--- src/rtl/occ_pkg.sv ---
package occ_pkg;

    typedef enum logic [1:0] {
        CMD_NONE = 2'b00,
        CMD_UP   = 2'b10,
        CMD_DOWN = 2'b11
    } occ_cmd_e;

    typedef enum logic [2:0] {
        ST_IDLE,
        ST_IN1,
        ST_IN2,
        ST_IN3,
        ST_OUT1,
        ST_OUT2,
        ST_OUT3,
        ST_LOST
    } dir_state_e;

    typedef struct packed {
        dir_state_e st;
        occ_cmd_e   cmd;
    } dir_regs_t;

endpackage

--- src/rtl/occ_sync.sv ---
module occ_sync #(
    parameter int WIDTH = 2
) (
    input  logic             clk,
    input  logic             rst_n,
    input  logic [WIDTH-1:0] raw_i,
    output logic [WIDTH-1:0] sync_o
);
    logic [WIDTH-1:0] meta_d, meta_q;
    logic [WIDTH-1:0] stab_d, stab_q;

    always_comb begin
        meta_d = raw_i;
        stab_d = meta_q;
    end

    always_ff @(posedge clk) begin
        if (!rst_n) begin
            meta_q <= '0;
            stab_q <= '0;
        end else begin
            meta_q <= meta_d;
            stab_q <= stab_d;
        end
    end

    assign sync_o = stab_q;
endmodule

--- src/rtl/occ_dir_fsm.sv ---
module occ_dir_fsm
    import occ_pkg::*;
(
    input  logic       clk,
    input  logic       rst_n,
    input  logic [1:0] pair_i,
    output occ_cmd_e   cmd_o
);
    dir_regs_t r_d, r_q;

    always_comb begin
        r_d     = r_q;
        r_d.cmd = CMD_NONE;
        unique case (r_q.st)
            ST_IDLE: begin
                if (pair_i == 2'b10)      r_d.st = ST_IN1;
                else if (pair_i == 2'b01) r_d.st = ST_OUT1;
                else if (pair_i == 2'b11) r_d.st = ST_LOST;
            end
            ST_IN1: begin
                if (pair_i == 2'b11)      r_d.st = ST_IN2;
                else if (pair_i == 2'b00) r_d.st = ST_IDLE;
                else if (pair_i == 2'b01) r_d.st = ST_LOST;
            end
            ST_IN2: begin
                if (pair_i == 2'b01)      r_d.st = ST_IN3;
                else if (pair_i == 2'b10) r_d.st = ST_IN1;
                else if (pair_i == 2'b00) r_d.st = ST_IDLE;
            end
            ST_IN3: begin
                if (pair_i == 2'b00) begin
                    r_d.st  = ST_IDLE;
                    r_d.cmd = CMD_UP;
                end
                else if (pair_i == 2'b11) r_d.st = ST_IN2;
                else if (pair_i == 2'b10) r_d.st = ST_LOST;
            end
            ST_OUT1: begin
                if (pair_i == 2'b11)      r_d.st = ST_OUT2;
                else if (pair_i == 2'b00) r_d.st = ST_IDLE;
                else if (pair_i == 2'b10) r_d.st = ST_LOST;
            end
            ST_OUT2: begin
                if (pair_i == 2'b10)      r_d.st = ST_OUT3;
                else if (pair_i == 2'b01) r_d.st = ST_OUT1;
                else if (pair_i == 2'b00) r_d.st = ST_IDLE;
            end
            ST_OUT3: begin
                if (pair_i == 2'b00) begin
                    r_d.st  = ST_IDLE;
                    r_d.cmd = CMD_DOWN;
                end
                else if (pair_i == 2'b11) r_d.st = ST_OUT2;
                else if (pair_i == 2'b01) r_d.st = ST_LOST;
            end
            default: begin
                if (pair_i == 2'b00) r_d.st = ST_IDLE;
            end
        endcase
    end

    always_ff @(posedge clk) begin
        if (!rst_n) begin
            r_q.st  <= ST_IDLE;
            r_q.cmd <= CMD_NONE;
        end else begin
            r_q <= r_d;
        end
    end

    assign cmd_o = r_q.cmd;


    cmd_after_clear_chk: assert property (@(posedge clk) disable iff (!rst_n)
        (r_q.cmd != CMD_NONE) |-> ($past(pair_i) == 2'b00));


    cmd_pulse_chk: assert property (@(posedge clk) disable iff (!rst_n)
        (r_q.cmd != CMD_NONE) |=> (r_q.cmd == CMD_NONE));


    cmd_code_chk: assert property (@(posedge clk) disable iff (!rst_n)
        (r_q.cmd != 2'b01));
endmodule

--- src/rtl/occ_counter.sv ---
module occ_counter
    import occ_pkg::*;
#(
    parameter int CNT_W = 8
) (
    input  logic             clk,
    input  logic             rst_n,
    input  occ_cmd_e         cmd_i,
    output logic [CNT_W-1:0] count_o
);
    localparam logic [CNT_W-1:0] CNT_MAX = {CNT_W{1'b1}};

    logic [CNT_W-1:0] cnt_d, cnt_q;

    always_comb begin
        cnt_d = cnt_q;
        if (cmd_i == CMD_UP && cnt_q != CNT_MAX)
            cnt_d = cnt_q + 1'b1;
        else if (cmd_i == CMD_DOWN && cnt_q != '0)
            cnt_d = cnt_q - 1'b1;
    end

    always_ff @(posedge clk) begin
        if (!rst_n) cnt_q <= '0;
        else        cnt_q <= cnt_d;
    end

    assign count_o = cnt_q;


    top_sat_chk: assert property (@(posedge clk) disable iff (!rst_n)
        (cmd_i == CMD_UP && cnt_q == CNT_MAX) |=> (cnt_q == CNT_MAX));


    floor_sat_chk: assert property (@(posedge clk) disable iff (!rst_n)
        (cmd_i == CMD_DOWN && cnt_q == '0) |=> (cnt_q == '0));


    up_step_chk: assert property (@(posedge clk) disable iff (!rst_n)
        (cmd_i == CMD_UP && cnt_q != CNT_MAX) |=> (cnt_q == $past(cnt_q) + 1'b1));


    hold_chk: assert property (@(posedge clk) disable iff (!rst_n)
        (cmd_i == CMD_NONE) |=> $stable(cnt_q));
endmodule

--- src/rtl/occ_doorway.sv ---
module occ_doorway
    import occ_pkg::*;
#(
    parameter int CNT_W = 8
) (
    input  logic             clk,
    input  logic             rst_n,
    input  logic             sense_out_i,
    input  logic             sense_in_i,
    output logic [1:0]       cmd_o,
    output logic [CNT_W-1:0] count_o
);
    logic [1:0] pair_sync;
    occ_cmd_e   cmd;

    occ_sync #(.WIDTH(2)) i_sync (
        .clk    (clk),
        .rst_n  (rst_n),
        .raw_i  ({sense_out_i, sense_in_i}),
        .sync_o (pair_sync)
    );

    occ_dir_fsm i_fsm (
        .clk    (clk),
        .rst_n  (rst_n),
        .pair_i (pair_sync),
        .cmd_o  (cmd)
    );

    occ_counter #(.CNT_W(CNT_W)) i_cnt (
        .clk     (clk),
        .rst_n   (rst_n),
        .cmd_i   (cmd),
        .count_o (count_o)
    );

    assign cmd_o = cmd;
endmodule

--- config.mk ---
export PLATFORM = sky130hd
export DESIGN_NAME = occ_doorway
export DESIGN_NICKNAME = d
export VERILOG_FILES = /design/src/rtl/occ_pkg.sv /design/src/rtl/occ_sync.sv /design/src/rtl/occ_dir_fsm.sv /design/src/rtl/occ_counter.sv /design/src/rtl/occ_doorway.sv
export SDC_FILE = /design/constraint.sdc
export NUM_CORES = 1
export LEC_CHECK = 0
export BUFFER_PORTS_ARGS = -buffer_cell sky130_fd_sc_hd__clkbuf_2
export CAP_MARGIN = 20
export CORE_MARGIN = 4
export CORE_UTILIZATION = 61
export CTS_BUF_LIST = sky130_fd_sc_hd__clkbuf_4 sky130_fd_sc_hd__clkbuf_8
export CTS_CLUSTER_DIAMETER = 150
export DETAILED_ROUTE_END_ITERATION = 7
export GPL_ROUTABILITY_DRIVEN = 0
export GPL_TIMING_DRIVEN = 0
export PLACE_DENSITY_LB_ADDON = 0.05
export SLEW_MARGIN = 10
export SYNTH_ARGS = -nofsm -noshare
export SYNTH_HDL_FRONTEND = slang
export SYNTH_HIERARCHICAL = 1
export SYNTH_SLANG_ARGS = --single-unit
--- constraint.sdc ---
create_clock -name clk -period 2.8 [get_ports clk]
set_input_delay 0.28 -clock clk [delete_from_list [all_inputs] [get_ports clk]]
set_output_delay 0.28 -clock clk [all_outputs]
set_load 0.05 [all_outputs]
==> Word-level counts from Yosys, hierarchy flattened <==
Cells that the tools add are included.
{ "word_totals": {"output_inout_bits": 10, "n_memories": 0, "romBits": 0, "word_cells": 50, "latch_bits": 0, "input_bits": 4, "ff_bits": 17, "ram_bits": 0} }
{ "classes": {"reduce_logical": 6, "n_mul": 0, "n_div": 0, "bitwise_logic": 0, "mux": 24, "n_lt_le_gt_ge": 0, "addsub": 2, "shift": 0, "eq_ne": 13} }
{ "ops": {"columns": ["op", "count"], "rows": [
  ["3-bit 2-to-1 mux", 18],
  ["3-bit case mux with 7 select lines", 1],
  ["8-bit 2-to-1 mux", 2],
  ["3-bit equality test (second input constant)", 3],
  ["8-bit by 1-bit adder with 8-bit output (second input constant)", 1],
  ["2-bit equality test (second input constant)", 4],
  ["8-bit inequality test (second input constant)", 1],
  ["8-bit nonzero test", 1],
  ["8-bit by 1-bit subtractor with 8-bit output (second input constant)", 1],
  ["3-bit by 2-bit equality test with 1-bit output (second input constant)", 2],
  ["2-bit 2-to-1 mux", 2],
  ["4-bit by 1-bit inequality test with 1-bit output (second input constant)", 1],
  ["2-bit case mux with 2 select lines", 1],
  ["3-bit by 1-bit equality test with 1-bit output (second input constant)", 1],
  ["3-bit zero test", 1],
  ["2-bit by 1-bit equality test with 1-bit output (second input constant)", 1],
  ["1-bit logical AND", 2],
  ["2-bit zero test", 1],
  ["2-bit nonzero test", 1]
]} }

==> Longest topological paths before layout <==
Gate-level depths: netlist of the first run.
{ "depth": {"depth_word": 5, "depth_mapped": 9, "depth_no_buf": 8} }

==> Modules after synthesis <==
The synthesis of the first run kept the hierarchy.
{ "modules_own_cells": {"columns": ["mod", "instances", "cells_per_inst", "seq_area_each_um2", "area_each_um2"], "rows": [
  ["occ_counter", 1, 84, 160.2, 747.0],
  ["occ_dir_fsm", 1, 62, 100.1, 519.2],
  ["occ_sync", 1, 8, 80.1, 105.1]
]} }

==> Least setup slack after synthesis of the first run <==
OpenSTA, ideal clock, no wires.
{ "synth_timing": {"kind": "register -> register", "start": "register i_cnt.cnt_q[0] (netlist: i_cnt/count_o[0])", "end": "register i_cnt.cnt_q[6] (netlist: i_cnt/count_o[6])", "n_path_buf": 0, "path_slack_ps": 238, "setup_time_ps": 73, "period_less_slack_ps": 2562, "t_required_ps": 2727, "stages_incl_launch_ff": 9, "arrival_time_ps": 2489, "cell_sequence": "dfxtp_1 -> nand4_1 -> o21ba_4 -> clkinv_4 -> ha_1 -> a211o_1 -> a2111o_1 -> o311a_1 -> o22ai_2"} }
{ "synth_via": {"elab_chain_cells": 3, "elab_cells_between_ends": 9, "cone_classes": "add/sub (2); eq/ne (1); mux (2); reduce/logical (4)"} }
{ "synth_lines": {"columns": ["item", "line_no", "source"], "rows": [
  ["from (decl)", "occ_counter.sv:13", "logic [CNT_W-1:0] cnt_d, cnt_q;"],
  ["from (signal assigned)", "occ_counter.sv:25", "else cnt_q <= cnt_d;"],
  ["8-bit by 1-bit subtractor with 8-bit output (tied with other cells)", "occ_counter.sv:20", "cnt_d = cnt_q - 1'b1;"],
  ["8-bit 2-to-1 mux (tied with other cells)", "occ_counter.sv:19", "else if (cmd_i == CMD_DOWN && cnt_q != '0)"],
  ["8-bit 2-to-1 mux / 2-bit nonzero test (equally long branches)", null, null]
]} }
Parallel ways exist; a longest one is shown, timed or not. The select of a mux whose other input is x is not followed.
A chain may end at the register's enable or synchronous reset.

==> Final worst setup path of the first run <==
{ "layout_timing": {"start": "register i_fsm/cmd_o[0] (netlist name)", "end": "register i_cnt.cnt_q[7] (netlist: i_cnt/count_o[7])"} }
{ "layout_via": {"elab_chain_cells": 3, "elab_cells_between_ends": 6, "cone_classes": "eq/ne (2); mux (1); reduce/logical (3)"} }
{ "layout_lines": {"columns": ["item", "line_no"], "rows": [
  ["2-bit equality test, on equally long branches", "occ_counter.sv:17, occ_counter.sv:19"],
  ["1-bit logical AND, on equally long branches", "occ_counter.sv:17, occ_counter.sv:19"],
  ["8-bit 2-to-1 mux / 2-bit nonzero test (equally long branches)", null]
]} }
Parallel ways exist; a longest one is shown, timed or not.

==> impl_metrics.toml, run 1 <==
[clock_network]
hold_buffers = 0
cts_resized = 0
clk_pin_slew_worst_paths_ns = 0.10
clock-sinks = 17
root_buffer = "clkbuf_4"
postCtsSetupBuffers = 0
cts_max_path_buffers = 2
tritoncts = "yes"
clock_latency_ns = 0.29
cts_made_buffers = 3
htree_levels = 1

[sta]
min_period_over_period_pct = 89.87
tightestPinTransition_ns = 0.6238
setup_violations = 0
fin_hold_ws_ns = 0.1886
fin_skew_ns = 0.002474
finalSetupTns_ns = 0
slew_violations = 0
timing.fmax_mhz = 397.4
finalHoldViolations = 0
relSlewSlack_pct = 58.06
rsz0062_at_grt = "false"
min_period_ns = 2.516
layout_setup_ws_ns = 0.2836

[logic_synthesis]
synth_enable_flop_cells = 0
yosysTopAreaCell = "dfxtp_1"
ys_seq_area_share_pct = 24.82
synth_nets = 169
synthArstFlopShare_pct = 0
synth_top_cells_by_area = "dfxtp_1, ha_1, a21oi_1"
synth_cells = 154
synth_top_area_share_pct = 24.82
syn_area_per_cell_um2 = 8.905
synth_seq_cells = 17
synth.distinct_cells = 59
synth-main-ff-cell = "dfxtp_1"
yosys_warnings = 6
netlist_area_um2 = 1371

[finish]
drive_gt1_share_pct = 23.98
nets = 187
antennaDiodeCount = 0
synthToLayoutAreaGrowth_pct = 9.216
final_util_pct = 73.35

[floorplanning]
fp-row-count = 16
dieArea_um2 = 3071
dieWidth_um = 55.42
fp.dieH_um = 55.42
fp.coreArea_um2 = 2042
initial_core_util_pct = 67.16
ios = 14

[min_path]
min-delay-start = "sense_out_i"
hold_path.class = "input pin to register"
holdPathStages = 2

[power]
p_total_w = 0.001058
power_density_nw_per_um2 = 706.6
p_leak_nw = 0.6076
vdd_drop_max_mv = 0.4430

[drt]
wl_per_cell_um = 15.04
wl_um = 2977
drtPass1Iterations = 4
post_drt_via_cell_ratio = 6.308
final_antenna_net_count = 0
vias = 1249
drc = 0
initialDrtViolationCount = 38

[global_routing]
grt_overflow_total = 0
grt_max_degree = 16
grt_antenna_before_repair = 0
grt_pass1_wl_um = 5264
grt_pass1_vias = 1185
track_usage_pct = 20.51

[status]
status = "complete, no violations"

[setup_path]
slowest_delay_ns = 0.55
path_max_fanout = 15
critPathBufInv = 3
timing.rr.start = "i_fsm/cmd_o[0]$_SDFF_PN0_"
worstPathArrival_ns = 2.70
r2r_cells = 9
crit_family = "compound AO/OA/AOI/OAI gates"
startpoint = "i_fsm/cmd_o[0]$_SDFF_PN0_"
cp_cell_sequence = "buf_4 > nand2b_1 > o21ba_4 > clkinv_4 > ha_1 > inv_2 > o31ai_1 > a2111o_1 > nand4_1"
critPathKind = "register to register"
crit_cells = 9
slowest_stage = "o31ai_1"
startpoint_type = "register"
critPathCaptureType = "register"
cp.required_ns = 2.98

[placed_design]
place_ws_ns = 0.3342
io_buffers = 13
hpwlAfterDp_um = 2249

[job]
maxCapViolCount = 0
## registers in the layout, summed over array words and instances, names as in the netlist
signal	flops
i_sync/sync_o	2
i_fsm/r_q	3
i_cnt/count_o	8
i_fsm/cmd_o	2
i_sync/meta_q	2
## cell usage after synthesis (all sizes together) (2+ instances only)
cell type	instances
nor2	6
a21o	7
o22ai	3
nor2b	6
xnor2	2
nand3b	2
o21ai	7
nand2b	3
a211o	3
o211ai	4
nor3b	4
inv	7
ha	10
o31ai	2
o21a	2
nand4	3
nand2	7
nor4	2
buf	6
nand3	7
a2111o	2
and2	4
a21oi	10
a211oi	4
dfxtp	17
nor3	3
## routing by layer
layer | part of all wire, % | vias to the layer above | GRT usage [%]
met5 | 0 | - | 0
met4 | 0.40 | 0 | 4.514
met3 | 6.2 | 2 | 5.128
met2 | 44 | 29 | 30.07
met1 | 49 | 591 | 29.99
li1 | - | 627 | -
## cells by family (layout without fill, tap and decap cells)
family,Yosys count,count (layout),synth area share [%]
and+or+nand+nor,53,53,24.45
xor gates and xnor gates,2,2,1.278
adders and majority gates,11,11,10.58
AOI/OAI and AO/OA,57,57,33.76
buffers and inverters,14,31,5.109
DFF,17,17,24.82
## cell type report
cell class              instances  area (um2)
plain buffers                   6       35.03
clock buffers                   3       22.52
clock inverters                 1       5.005
fillers                       172       544.3
inverters                       8       35.03
multi-input cells             123       960.9
flip-flops and latches         17       340.3
well taps                      27       33.78
repair buffers                 13       65.06
## final timing paths
check                                                     end  slack, ns
worst max-delay path            i_cnt/count_o[7]$_SDFFE_PN0P_       0.28
worst min-delay path              i_sync/meta_q[1]$_SDFF_PN0_       0.19
worst max register to register  i_cnt/count_o[7]$_SDFFE_PN0P_       0.28
worst min register to register    i_sync/sync_o[1]$_SDFF_PN0_       0.45
## through the flow
step | std cells | instance area [um2]
final | 198 | 1498
after global routing | 198 | 1498
after CTS | 198 | 1498
after detailed placement | 194 | 1470
after global placement | 194 | 1470
after floorplan | 154 | 1371
## where the power goes
group | internal [W] | leakage [nW] | switching [W]
Sequential | 0.000277 | 0.139 | 0.0000431
Clock | 0.0000531 | 0.0177 | 0.0000802
Combinational | 0.000260 | 0.451 | 0.000345
## cell usage in the layout (no fill, tap or decap), types with 2 or more instances in the layout
cell type and instances:
dfxtp_1 17, clkbuf_2 13, ha_1 10, a21oi_1 8, nand3_1 7, nand2_1 6
nor2_1 6, inv_1 6, nor2b_1 5, a21o_1 5, o21ai_1 4, nor3b_1 4
buf_2 4, and2_1 4, clkbuf_4 3, nand4_1 3, nand2b_1 3, a211o_1 3
o211ai_1 3, a211oi_1 3, nor3_1 3, nor4_2 2, o21ai_0 2, o22ai_1 2
o21a_1 2, xnor2_1 2, o31ai_1 2, a2111o_1 2, nand3b_1 2, a21oi_2 2
buf_4 2
No activity file was read; power rests on OpenSTA's default activity.
==> inputs of run 2 (changes only) <==
CELL_PAD_IN_SITES_DETAIL_PLACEMENT = 1   (was unset)
CELL_PAD_IN_SITES_GLOBAL_PLACEMENT = 1   (was unset)
CORE_UTILIZATION = 46   (was 61)
==> run 2 against run 1 <==
Worst setup slack got worse by 0.021 ns. Sequential power barely moved. Critical path type unchanged. Wire length grew 14%. Flip-flop and latch count is the same. Largest cell class unchanged. Hold slack better by 0.0067 ns. Core utilization shrank 20 points. Sequential share of layout area fell by 0.11 points.
==> impl_metrics.toml, run 2 (synthesized netlist as in run 1, its figures left out) <==
[power]
internal_power_w = 0.0006020
swShare_pct = 44.14
p_leak_nw = 0.6083
combPwrFrac_pct = 57.3
p_clk_share_pct = 12.7
switching_power_w = 0.0004756
seq_power_share_pct = 29.9
power_density_nw_per_um2 = 716.0
vdd_drop_max_mv = 0.4787

[clock_network]
cts_max_path_buffers = 2
postCtsSetupBuffers = 0
cts_resized = 0
clock-sinks = 17
clk_pin_slew_worst_paths_ns = 0.10
root_buffer = "clkbuf_4"
hold_buffers = 0
clock_latency_ns = 0.28
tritoncts = "yes"
htree_levels = 1
cts_made_buffers = 3

[drt]
drc = 0
wl_per_cell_um = 16.85
vias = 1277
post_drt_via_cell_ratio = 6.322
initialDrtViolationCount = 56
drtPass1Iterations = 4
wl_um = 3403
final_antenna_net_count = 0

[setup_path]
critPathCaptureType = "register"
worstPathArrival_ns = 2.75
reg2reg_to = "i_cnt/count_o[6]$_SDFFE_PN0P_"
cp.required_ns = 3.01
path_max_fanout = 15
startpoint_type = "register"
timing.rr.start = "i_fsm/cmd_o[0]$_SDFF_PN0_"
r2r_cells = 9
regToRegSetupSlack_ns = 0.26
critPathKind = "register to register"

[min_path]
holdPathEnd = "i_sync/meta_q[0]$_SDFF_PN0_"
holdPathStages = 2
hold_path.class = "input pin to register"
min-delay-start = "sense_in_i"

[floorplanning]
fp.dieH_um = 62.60
dieWidth_um = 62.60
ios = 14
initial_core_util_pct = 48.88
fp.coreArea_um2 = 2805
fp-row-count = 19
dieArea_um2 = 3919

[sta]
finalSetupTns_ns = 0
tightestPinTransition_ns = 0.6364
fin_skew_ns = 0.008827
rsz0062_at_grt = "false"
timing.fmax_mhz = 394.1
setup_violations = 0
finalHoldViolations = 0
fin_hold_ws_ns = 0.1953
slew_violations = 0
min_period_over_period_pct = 90.62
relSlewSlack_pct = 57.21
min_period_ns = 2.537

[placed_design]
place_area_um2 = 1475
io_buffers = 13
hpwlAfterDp_um = 2648

[global_routing]
grt_max_degree = 16
grt_antenna_before_repair = 0
track_usage_pct = 18.75
met1_usage_pct = 28.29
use_met2_pct = 27.70
grt.met3_usage_pct = 3.417
grt_pass1_wl_um = 6113
grt_overflow_total = 0
grt_pass1_vias = 1254
busiest_layer = "met1"

[finish]
final_cell_area_um2 = 1505
drive_gt1_share_pct = 23.98
final_common_cell = "dfxtp_1"
synthToLayoutAreaGrowth_pct = 9.763
nets = 187
largest_reg_flops = 8
mostFrequentLayoutCells = "dfxtp_1, clkbuf_2, ha_1"
antennaDiodeCount = 0

[job]
maxCapViolCount = 0

[status]
status = "complete, no violations"
[run 2: changes by cell type in the layout (fill, tap and decap cells not counted)]
| cell | previous run | this run |
|---|---|---|
| clkbuf_4 | 3 | 4 |
| clkinv_2 | 1 | 0 |
[run 2: final cells by class]
type / instances / area, um2
Fill cell: 357 / 1300
Multi-Input combinational cell: 123 / 960.9
Sequential cell: 17 / 340.3
Timing Repair Buffer: 13 / 65.06
Tap cell: 31 / 38.79
Buffer: 6 / 35.03
Inverter: 8 / 35.03
Clock buffer: 4 / 30.03
[run 2: worst max-delay path: stages, from the launching register on]
cell      delay [ns]
dfxtp_1         0.31
buf_4           0.13
nand2b_1        0.16
o21ba_4         0.28
clkinv_4        0.14
fa_1            0.45
a211o_1         0.34
a2111o_1        0.37
o311a_1         0.15
o22ai_2         0.14
[run 2: through the flow]
| stage | total power (W) | util (%) | cells | worst slack (ns) |
|---|---|---|---|---|
| floorplan | 0.0008090 | - | 154 | 0.2382 |
| global placement | 0.0009099 | 52.59 | 198 | 0.3466 |
| detailed placement | 0.0009355 | 52.59 | 198 | 0.3106 |
| CTS | 0.001074 | 53.66 | 202 | 0.2596 |
| global route | 0.001169 | 53.66 | 202 | 0.07039 |
| finish | 0.001078 | 53.66 | 202 | 0.2626 |
[run 2: metal layers]
layer	vias to the layer above	routed length, um
li1	627	-
met1	628	1799
met2	18	1476
met3	4	90
met4	0	36
met5	-	0
[run 2: worst max-delay path by stage]
stage | from | end | slack, ns | depth (start not counted)
2_1_floorplan | i_cnt/count_o[0]$_SDFFE_PN0P_ | i_cnt/count_o[6]$_SDFFE_PN0P_ | 0.24 | 8
3_5_place_dp | i_fsm/cmd_o[0]$_SDFF_PN0_ | i_cnt/count_o[6]$_SDFFE_PN0P_ | 0.31 | 9
5_1_grt | i_cnt/count_o[0]$_SDFFE_PN0P_ | i_cnt/count_o[7]$_SDFFE_PN0P_ | 0.07 | 8
6_report | i_fsm/cmd_o[0]$_SDFF_PN0_ | i_cnt/count_o[6]$_SDFFE_PN0P_ | 0.26 | 9
3_3_place_gp | i_fsm/cmd_o[0]$_SDFF_PN0_ | i_cnt/count_o[6]$_SDFFE_PN0P_ | 0.35 | 9
4_1_cts | i_fsm/cmd_o[0]$_SDFF_PN0_ | i_cnt/count_o[6]$_SDFFE_PN0P_ | 0.26 | 9
[run 2: power groups by stage]
stage          Combinational (W)  Sequential, W  Clock (W)
6_report                0.000618       0.000323   0.000137
3_3_place_gp            0.000585       0.000324          0
5_1_grt                 0.000680       0.000331   0.000158
2_1_floorplan           0.000467       0.000342          0
3_5_place_dp            0.000608       0.000328          0
4_1_cts                 0.000611       0.000323   0.000141
